$ cat config.mk
export PLATFORM = sky130hd
export DESIGN_NAME = streaming_median
export DESIGN_NICKNAME = d
export VERILOG_FILES = /design/src/rtl/median_pkg.sv /design/src/rtl/mwin_fifo.sv /design/src/rtl/mwin_window.sv /design/src/rtl/mwin_median.sv /design/src/rtl/streaming_median.sv
export SDC_FILE = /design/constraint.sdc
export NUM_CORES = 2
export LEC_CHECK = 0
export CAP_MARGIN = 20
export CORE_UTILIZATION = 60
export DETAILED_ROUTE_END_ITERATION = 8
export DONT_BUFFER_PORTS = 1
export GPL_ROUTABILITY_DRIVEN = 0
export PLACE_DENSITY_LB_ADDON = 0.1
export SLEW_MARGIN = 20
export SYNTH_ARGS = -nofsm -noshare
export SYNTH_HDL_FRONTEND = slang
export SYNTH_SLANG_ARGS = --single-unit
$ cat constraint.sdc
create_clock -name clk -period 23 [get_ports clk]
set_input_delay 3.45 -clock clk [delete_from_list [all_inputs] [get_ports clk]]
set_output_delay 3.45 -clock clk [all_outputs]
set_load 0.05 [all_outputs]
$ cat src/rtl/median_pkg.sv
package median_pkg;
    localparam int DATA_W = 32;
    localparam int WIN    = 8;

    typedef logic [DATA_W-1:0] word_t;
    typedef word_t [WIN-1:0]   win_t;

    typedef enum logic [1:0] {
        ST_IDLE,
        ST_SETTLE,
        ST_PUSH
    } core_st_t;
endpackage

$ cat src/rtl/mwin_fifo.sv
module mwin_fifo
    import median_pkg::*;
#(
    parameter int DEPTH = 4,
    localparam int AW = (DEPTH > 1) ? $clog2(DEPTH) : 1,
    localparam int CW = $clog2(DEPTH + 1)
) (
    input  logic          clk,
    input  logic          rst_n,
    input  logic          wr_en,
    input  word_t         wr_data,
    input  logic          rd_en,
    output word_t         rd_data,
    output logic [CW-1:0] count
);
    word_t          mem [DEPTH];
    logic [AW-1:0]  wr_ptr, rd_ptr;
    logic           do_wr, do_rd;

    assign do_wr   = wr_en && (int'(count) != DEPTH);
    assign do_rd   = rd_en && (count != '0);
    assign rd_data = mem[rd_ptr];

    function automatic logic [AW-1:0] bump(input logic [AW-1:0] p);
        return (int'(p) == DEPTH - 1) ? '0 : p + 1'b1;
    endfunction

    always_ff @(posedge clk) begin
        if (do_wr) mem[wr_ptr] <= wr_data;
    end

    always_ff @(posedge clk) begin
        if (!rst_n) begin
            wr_ptr <= '0;
            rd_ptr <= '0;
            count  <= '0;
        end else begin
            if (do_wr) wr_ptr <= bump(wr_ptr);
            if (do_rd) rd_ptr <= bump(rd_ptr);
            unique case ({do_wr, do_rd})
                2'b10:   count <= count + 1'b1;
                2'b01:   count <= count - 1'b1;
                default: count <= count;
            endcase
        end
    end
endmodule

$ cat src/rtl/mwin_window.sv
module mwin_window
    import median_pkg::*;
(
    input  logic  clk,
    input  logic  rst_n,
    input  logic  shift,
    input  word_t din,
    output win_t  win
);
    for (genvar i = 0; i < WIN; i++) begin : g_slot
        always_ff @(posedge clk) begin
            if (!rst_n)     win[i] <= '0;
            else if (shift) win[i] <= (i == 0) ? din : win[(i == 0) ? 0 : i - 1];
        end
    end
endmodule

$ cat src/rtl/mwin_median.sv
module mwin_median
    import median_pkg::*;
(
    input  win_t  win,
    output word_t med
);
    // Odd-even merge network for eight lanes, with the two comparators
    // of the last layer that do not touch lanes 3 and 4 removed.
    localparam int NCMP = 17;
    localparam int LO [NCMP] = '{0,2,4,6, 0,1,4,5, 1,5, 0,1,2,3, 2,3, 3};
    localparam int HI [NCMP] = '{1,3,5,7, 2,3,6,7, 2,6, 4,5,6,7, 4,5, 4};

    win_t               lanes;
    word_t              tmp;
    logic [DATA_W:0]    sum;

    always_comb begin
        lanes = win;
        tmp   = '0;
        for (int k = 0; k < NCMP; k++) begin
            if (lanes[LO[k]] > lanes[HI[k]]) begin
                tmp           = lanes[LO[k]];
                lanes[LO[k]]  = lanes[HI[k]];
                lanes[HI[k]]  = tmp;
            end
        end
    end

    assign sum = {1'b0, lanes[WIN/2-1]} + {1'b0, lanes[WIN/2]};
    assign med = sum[DATA_W:1];
endmodule

$ cat src/rtl/streaming_median.sv
module streaming_median
    import median_pkg::*;
#(
    parameter int FIFO_DEPTH = 4,
    parameter int SETTLE_CYC = 2,
    localparam int CW = $clog2(FIFO_DEPTH + 1),
    localparam int SW = $clog2(SETTLE_CYC) + 1
) (
    input  logic          clk,
    input  logic          rst_n,
    input  logic          in_wr,
    input  logic [31:0]   in_data,
    output logic [CW-1:0] in_free,
    input  logic          out_rd,
    output logic [31:0]   out_data,
    output logic [CW-1:0] out_avail
);
    core_st_t       state, state_nxt;
    logic [SW-1:0]  settle_cnt;
    logic [CW-1:0]  in_cnt;
    logic           in_pop, out_push;
    word_t          head, med;
    win_t           win;

    mwin_fifo #(.DEPTH(FIFO_DEPTH)) in_q_i (
        .clk(clk), .rst_n(rst_n),
        .wr_en(in_wr), .wr_data(in_data),
        .rd_en(in_pop), .rd_data(head),
        .count(in_cnt)
    );

    mwin_window win_i (
        .clk(clk), .rst_n(rst_n),
        .shift(in_pop), .din(head), .win(win)
    );

    mwin_median med_i (
        .win(win), .med(med)
    );

    mwin_fifo #(.DEPTH(FIFO_DEPTH)) out_q_i (
        .clk(clk), .rst_n(rst_n),
        .wr_en(out_push), .wr_data(med),
        .rd_en(out_rd), .rd_data(out_data),
        .count(out_avail)
    );

    assign in_free = CW'(FIFO_DEPTH) - in_cnt;

    // state register and settle counter
    always_ff @(posedge clk) begin
        if (!rst_n) begin
            state      <= ST_IDLE;
            settle_cnt <= '0;
        end else begin
            state      <= state_nxt;
            settle_cnt <= (state == ST_SETTLE) ? settle_cnt + 1'b1 : '0;
        end
    end

    // next state and outputs
    always_comb begin
        state_nxt = state;
        in_pop    = 1'b0;
        out_push  = 1'b0;
        unique case (state)
            ST_IDLE: begin
                if (in_cnt != '0 && int'(out_avail) != FIFO_DEPTH) begin
                    in_pop    = 1'b1;
                    state_nxt = ST_SETTLE;
                end
            end
            ST_SETTLE: begin
                if (int'(settle_cnt) == SETTLE_CYC - 2) state_nxt = ST_PUSH;
            end
            ST_PUSH: begin
                out_push  = 1'b1;
                state_nxt = ST_IDLE;
            end
            default: state_nxt = ST_IDLE;
        endcase
    end
endmodule

# Word-level counts from Yosys, hierarchy flattened
# Memories as Yosys holds them, arrays and structs flattened. A register that Yosys moved wholly into a read port is not among the register bits.
# Index checks and enable logic that the tools add are counted.
classes:
  add_sub_neg: 11
  magnitude_cmp: 17
  eq_ne: 14
  muxes: 39
  n_reduce_logical: 14
op_table:
  columns: ["op", "n"]
  rows:
  - ["> comparator 32 bit", 17]
  - ["two-way mux 32 bit", 14]
  - ["two-way mux 64 bit", 7]
  - ["adder 32 x 32 -> 33 bit", 1]
  - ["two-way mux 2 bit", 8]
  - ["== test 2 x 1 -> 1 bit (second input constant)", 7]
  - ["case mux 3 bit (2 select lines)", 2]
  - ["adder 2 x 1 -> 2 bit (second input constant)", 5]
  - ["two-way mux 1 bit", 7]
  - ["adder 3 x 1 -> 3 bit (second input constant)", 2]
  - ["== test 2 bit (second input constant)", 3]
  - ["inequality test 3 bit (second input constant)", 2]
  - ["nonzero test 3 bit", 2]
  - ["subtractor 3 x 1 -> 3 bit (second input constant)", 2]
  - ["logical AND 1 bit", 5]
  - ["zero test 2 bit", 2]
  - ["case mux 2 bit (2 select lines)", 1]
  - ["AND reduction 2 bit", 2]
  - ["nonzero test 2 bit", 2]
  - ["subtractor 3 bit (first input constant)", 1]
  - ["inequality test 2 x 1 -> 1 bit (second input constant)", 1]
  - ["inequality test 2 bit (second input constant)", 1]
  - ["zero test 1 bit", 1]
word_totals:
  regBits: 242
  ramBits: 256
  input_bits: 36
  mem_count: 2
memory_table:
  columns: ["memory", "depth", "width", "read_ports", "rd_ports_with_merged_regs", "write_ports", "line", "text"]
  rows:
  - ["in_q_i.mem", 4, 32, 1, 1, 1, "mwin_fifo.sv:16", "word_t mem [DEPTH];"]
  - ["out_q_i.mem", 4, 32, 1, 1, 1, "mwin_fifo.sv:16", null]

# Logic depth before layout (Yosys ltp)
depth:
  ltp_word: 13
  ltp_mapped: 99
  depth_no_buf: 89

# Modules after synthesis
# From an unflattened synthesis, not the netlist that was laid out.
hier_totals:
  hier_cells: 4582
  area_unflattened_um2: 43545.5
modules_own_cells:
  columns: ["mod", "n_inst", "cells_per_inst", "area_per_inst_um2"]
  rows:
  - ["mwin_median", 1, 3293, 23117.2]
  - ["mwin_fifo", 2, 221, 5123.7]
  - ["mwin_window", 1, 825, 9950.8]
  - ["streaming_median", 1, 22, 230.2]

# Least setup slack after synthesis
# Ideal clock, no wire load.
synth_path:
  kind: "reg2reg"
  from: "reg win_i.win[59] (netlist bit)"
  to: "mem out_q_i.mem[0][21] (netlist bit), data pin"
  setup_time_ps: 277
  arrival_ps: 19412
  t_required_ps: 22723
  setup_slack_ps: 3311
  stages_incl_launch_ff: 92
  n_path_buf: 13
  synth_period_minus_slack_ps: 19689
  path_cell_list: "dfxtp_1 > inv_1 > ha_1 > nand3_1 > or4_1 > or4_4 > a32oi_4 > clkbuf_1 > clkbuf_1 > clkbuf_1 > mux2i_1 > inv_1 > ha_1 > nand4_1 > or2_2 > or4_1 > a21oi_1 > o21ai_0 > (+56 left out) > a21o_1 > a21oi_1 > o21bai_1 > a21oi_1 > o21bai_1 > a21oi_1 > nor2b_1 > o21ai_0 > nand2b_1 > a41o_1 > a31oi_1 > o21ai_1 > a31oi_1 > nor2b_1 > or4b_1 > a31o_1 > a21oi_2 > xnor2_1"
synth_between:
  elab_chain_cells: 13
synth_rtl:
  columns: ["item", "line", "text"]
  rows:
  - ["start: declaration", "mwin_window.sv:8", "output win_t win"]
  - ["start signal: indexed assignment", "mwin_window.sv:13", "else if (shift) win[i] <= (i == 0) ? din : win[(i == 0) ? 0 : i - 1];"]
  - ["> comparator 32 bit", "mwin_median.sv:21", "if (lanes[LO[k]] > lanes[HI[k]]) begin"]
  - ["two-way mux 64 bit (*)", "mwin_median.sv:21", null]
  - ["> comparator 32 bit", "mwin_median.sv:21", null]
  - ["two-way mux 32 bit", "mwin_median.sv:21", null]
  - ["> comparator 32 bit", "mwin_median.sv:21", null]
  - ["two-way mux 64 bit", "mwin_median.sv:21", null]
  - ["> comparator 32 bit", "mwin_median.sv:21", null]
  - ["two-way mux 32 bit", "mwin_median.sv:21", null]
  - ["> comparator 32 bit", "mwin_median.sv:21", null]
  - ["two-way mux 32 bit", "mwin_median.sv:21", null]
  - ["> comparator 32 bit", "mwin_median.sv:21", null]
  - ["two-way mux 64 bit (*)", "mwin_median.sv:21", null]
  - ["adder 32 x 32 -> 33 bit (*)", "mwin_median.sv:29", "assign sum = {1'b0, lanes[WIN/2-1]} + {1'b0, lanes[WIN/2]};"]
  - ["net med[21]", "streaming_median.sv:22", "word_t head, med;"]
  - ["end: declaration", "mwin_fifo.sv:16", null]
# Mark *: on every way through the listed nets, which the timed path passes. The rest lies on a longest branch.

# Worst setup path after layout
layout_path:
  from: "reg win_i.win[44] (netlist bit)"
  to: "mem out_q_i.mem[2][21] (netlist bit), data pin"
# Same word-level chain as after synthesis.

==> results_dict.tcl <==
set metrics [dict create \
    synth_seq_cells 532 \
    htreeDepth 2 \
    ys_types 93 \
    worst_ep_required_time_ns 23.42 \
    fin_crit_ns 21.38 \
    drtIter0Drc 3148 \
    numPortBuffers 0 \
    yosysSeqAreaShare_pct 30.5 \
    die-area_um2 73200 \
    min_period_over_period_pct 93.0 \
    synth.avg_cell_area_um2 9.01 \
    finalWorstSetupSlack_ns 1.62 \
    area_growth_pct 6.24 \
    status "finished clean" \
    clk_pin_slew_ns 0.06 \
    worst-setup-path-type "flop to flop" \
    synth_top_area_share_pct 17.8 \
    netlist_instances 4803 \
    worst_pin_slew_ns 1.08 \
    rows 98 \
    hold_viol 0 \
    yosysTopAreaCell "edfxtp_1" \
    clock_path_buffers 3 \
    hp-class "flop to flop" \
    crit_fanout 36 \
    end_kind "flop" \
    async_flop_share_pct 0 \
    wl_per_cell_um 21.2 \
    via_count 34600 \
    grt_pass1_vias 32100 \
    fillers 6118 \
    final.setup_skew_ns 0.0388 \
    firstDrtPassIters 6 \
    grt_setup_unrepaired "no" \
    drc 0 \
    cts_root_buf "clkbuf_16" \
    clk_latency_ns 0.65 \
    grt_remaining_overflow 0 \
    diodes 0 \
    crit_top_cell "a21oi_1" \
    grt_max_degree 275 \
    worst_setup_path_start_kind "flop" \
    grt_use_total_pct 32.6 \
    initial_core_util_pct 60.6 \
    postCtsResizedCells 0 \
    tns_ns 0 \
    syn-num-nets 5389 \
    die_h_um 271 \
    vias_per_cell 6.09 \
    yosys_most_used_dff "dfxtp_1" \
    fmax_mhz 46.8 \
    io_pins 74 \
    placed_cells 5586 \
    ys_warn_count 0 \
    cts_sinks 532 \
    maxCapViolations 0 \
    synth_area_leaders "edfxtp_1, ha_1, dfxtp_1" \
    ant_nets 0 \
    synth_area_um2 43300 \
    synth_edf_count 256 \
    grt_pass1_wl_um 186000 \
    cts_buffers 56 \
    max_stage_delay_ns 0.87 \
    slowest_stage "and3_2" \
    post_cts_buffers 0 \
    die_w_um 271 \
    max_slew_margin_pct 27.7 \
    cts.hold.buffers_added 0 \
    core_area_um2 71400 \
    dpl_worst_slack_ns 2.04 \
    antenna_found_initial 0 \
    setup_viol 0 \
    drv_slew 0 \
    instances_no_fill 5690 \
    hpwl_um 95400 \
    drive_gt1_share_pct 6.60 \
    cts_tree "done" \
    wirelength_um 121000 \
    fin_hold_ws_ns 0.420 \
    arrival_ns 21.79 \
    nNetsFinal 5280 \
]
flip-flops by register name, summed over array words and instances, names as in the netlist, 3 cells and up, named ones only:
name,flops
in_q_i.mem,128
in_q_i.count,3
out_q_i.mem,128
out_q_i.count,3
win_i.win,256
layout make-up:
class / instances / area (um^2) / area share (%)
clock buffers: 72 / 1540 / 3.34
flip-flops and latches: 532 / 13200 / 28.8
well taps: 950 / 1190 / 2.59
inverters: 476 / 1790 / 3.90
repair buffers: 44 / 368 / 0.800
multi-input cells: 3584 / 27600 / 60.0
clock inverters: 32 / 284 / 0.618
layout by cell type (no fill, tap or decap), types with 15 or more instances in the layout:
master / count
nor2b_1: 55
a21o_1: 108
a21boi_0: 266
dfxtp_1: 274
nand2_1: 622
mux2i_1: 552
nand4_1: 98
o21a_1: 26
buf_4: 41
a21oi_1: 366
inv_1: 475
a211oi_1: 19
clkbuf_16: 57
nor3_1: 25
and2_1: 18
xnor2_1: 34
edfxtp_1: 256
ha_1: 547
nor2_1: 278
nand2b_1: 47
mux4_2: 64
nand3_1: 47
o21ai_0: 106
and3_1: 15
mux2_2: 67
cells in the mapped netlist (67+ instances only):
| cell type | n |
|---|---|
| dfxtp_1 | 276 |
| nand2_1 | 624 |
| mux2i_1 | 552 |
| nor2_1 | 280 |
| edfxtp_1 | 256 |
| a21boi_0 | 266 |
| a21oi_1 | 369 |
| clkbuf_1 | 158 |
| mux2_2 | 67 |
| o21ai_0 | 106 |
| ha_1 | 547 |
| nand4_1 | 98 |
| a21o_1 | 108 |
| inv_1 | 475 |
final timing paths:
check	end	slack [ns]	cells after the start	start
max	out_q_i.mem[2][21]	1.62	84	win_i.win[44]
max reg2reg	out_q_i.mem[2][21]	1.62	84	win_i.win[44]
min	settle_cnt[0]	0.42	1	settle_cnt[0]
min reg2reg	settle_cnt[0]	0.42	1	settle_cnt[0]
cells by family (layout without fill, tap and decap cells):
group	Yosys count	count (layout)	share of synthesized area, %
compound gates	1030	1030	15.5
xor+xnor	41	41	0.830
fa+ha+maj	554	554	16.1
buf+inv	687	624	6.01
flops	532	532	30.5
mux	686	686	17.9
simple gates	1273	1273	13.1
worst max-delay path, delay by kind of cell (launching register included):
kind | cells | cell delay [ns]
xor+xnor | 1 | 0.20
flops | 1 | 0.37
fa+ha+maj | 6 | 1.95
mux | 4 | 1.64
buf+inv | 7 | 2.05
simple gates | 20 | 5.21
compound gates | 46 | 9.65
metrics by stage:
stage	area, um^2	utilization [%]
floorplan	43300	-
global placement	44100	61.9
detailed placement	44100	61.9
CTS	46000	64.4
global route	46000	64.4
finish	46000	64.4
routing by layer:
metal | track usage [%] | up-vias | part of all wire (%)
li1 | - | 16900 | -
met1 | 46.9 | 16500 | 46
met2 | 49.7 | 1093 | 43
met3 | 5.49 | 197 | 7.9
met4 | 10.4 | 0 | 3.4
met5 | 0 | - | 0
Power is left out: the tool's default activity adds up to more than one toggle a clock period on the data nets, which glitch-free logic cannot reach.
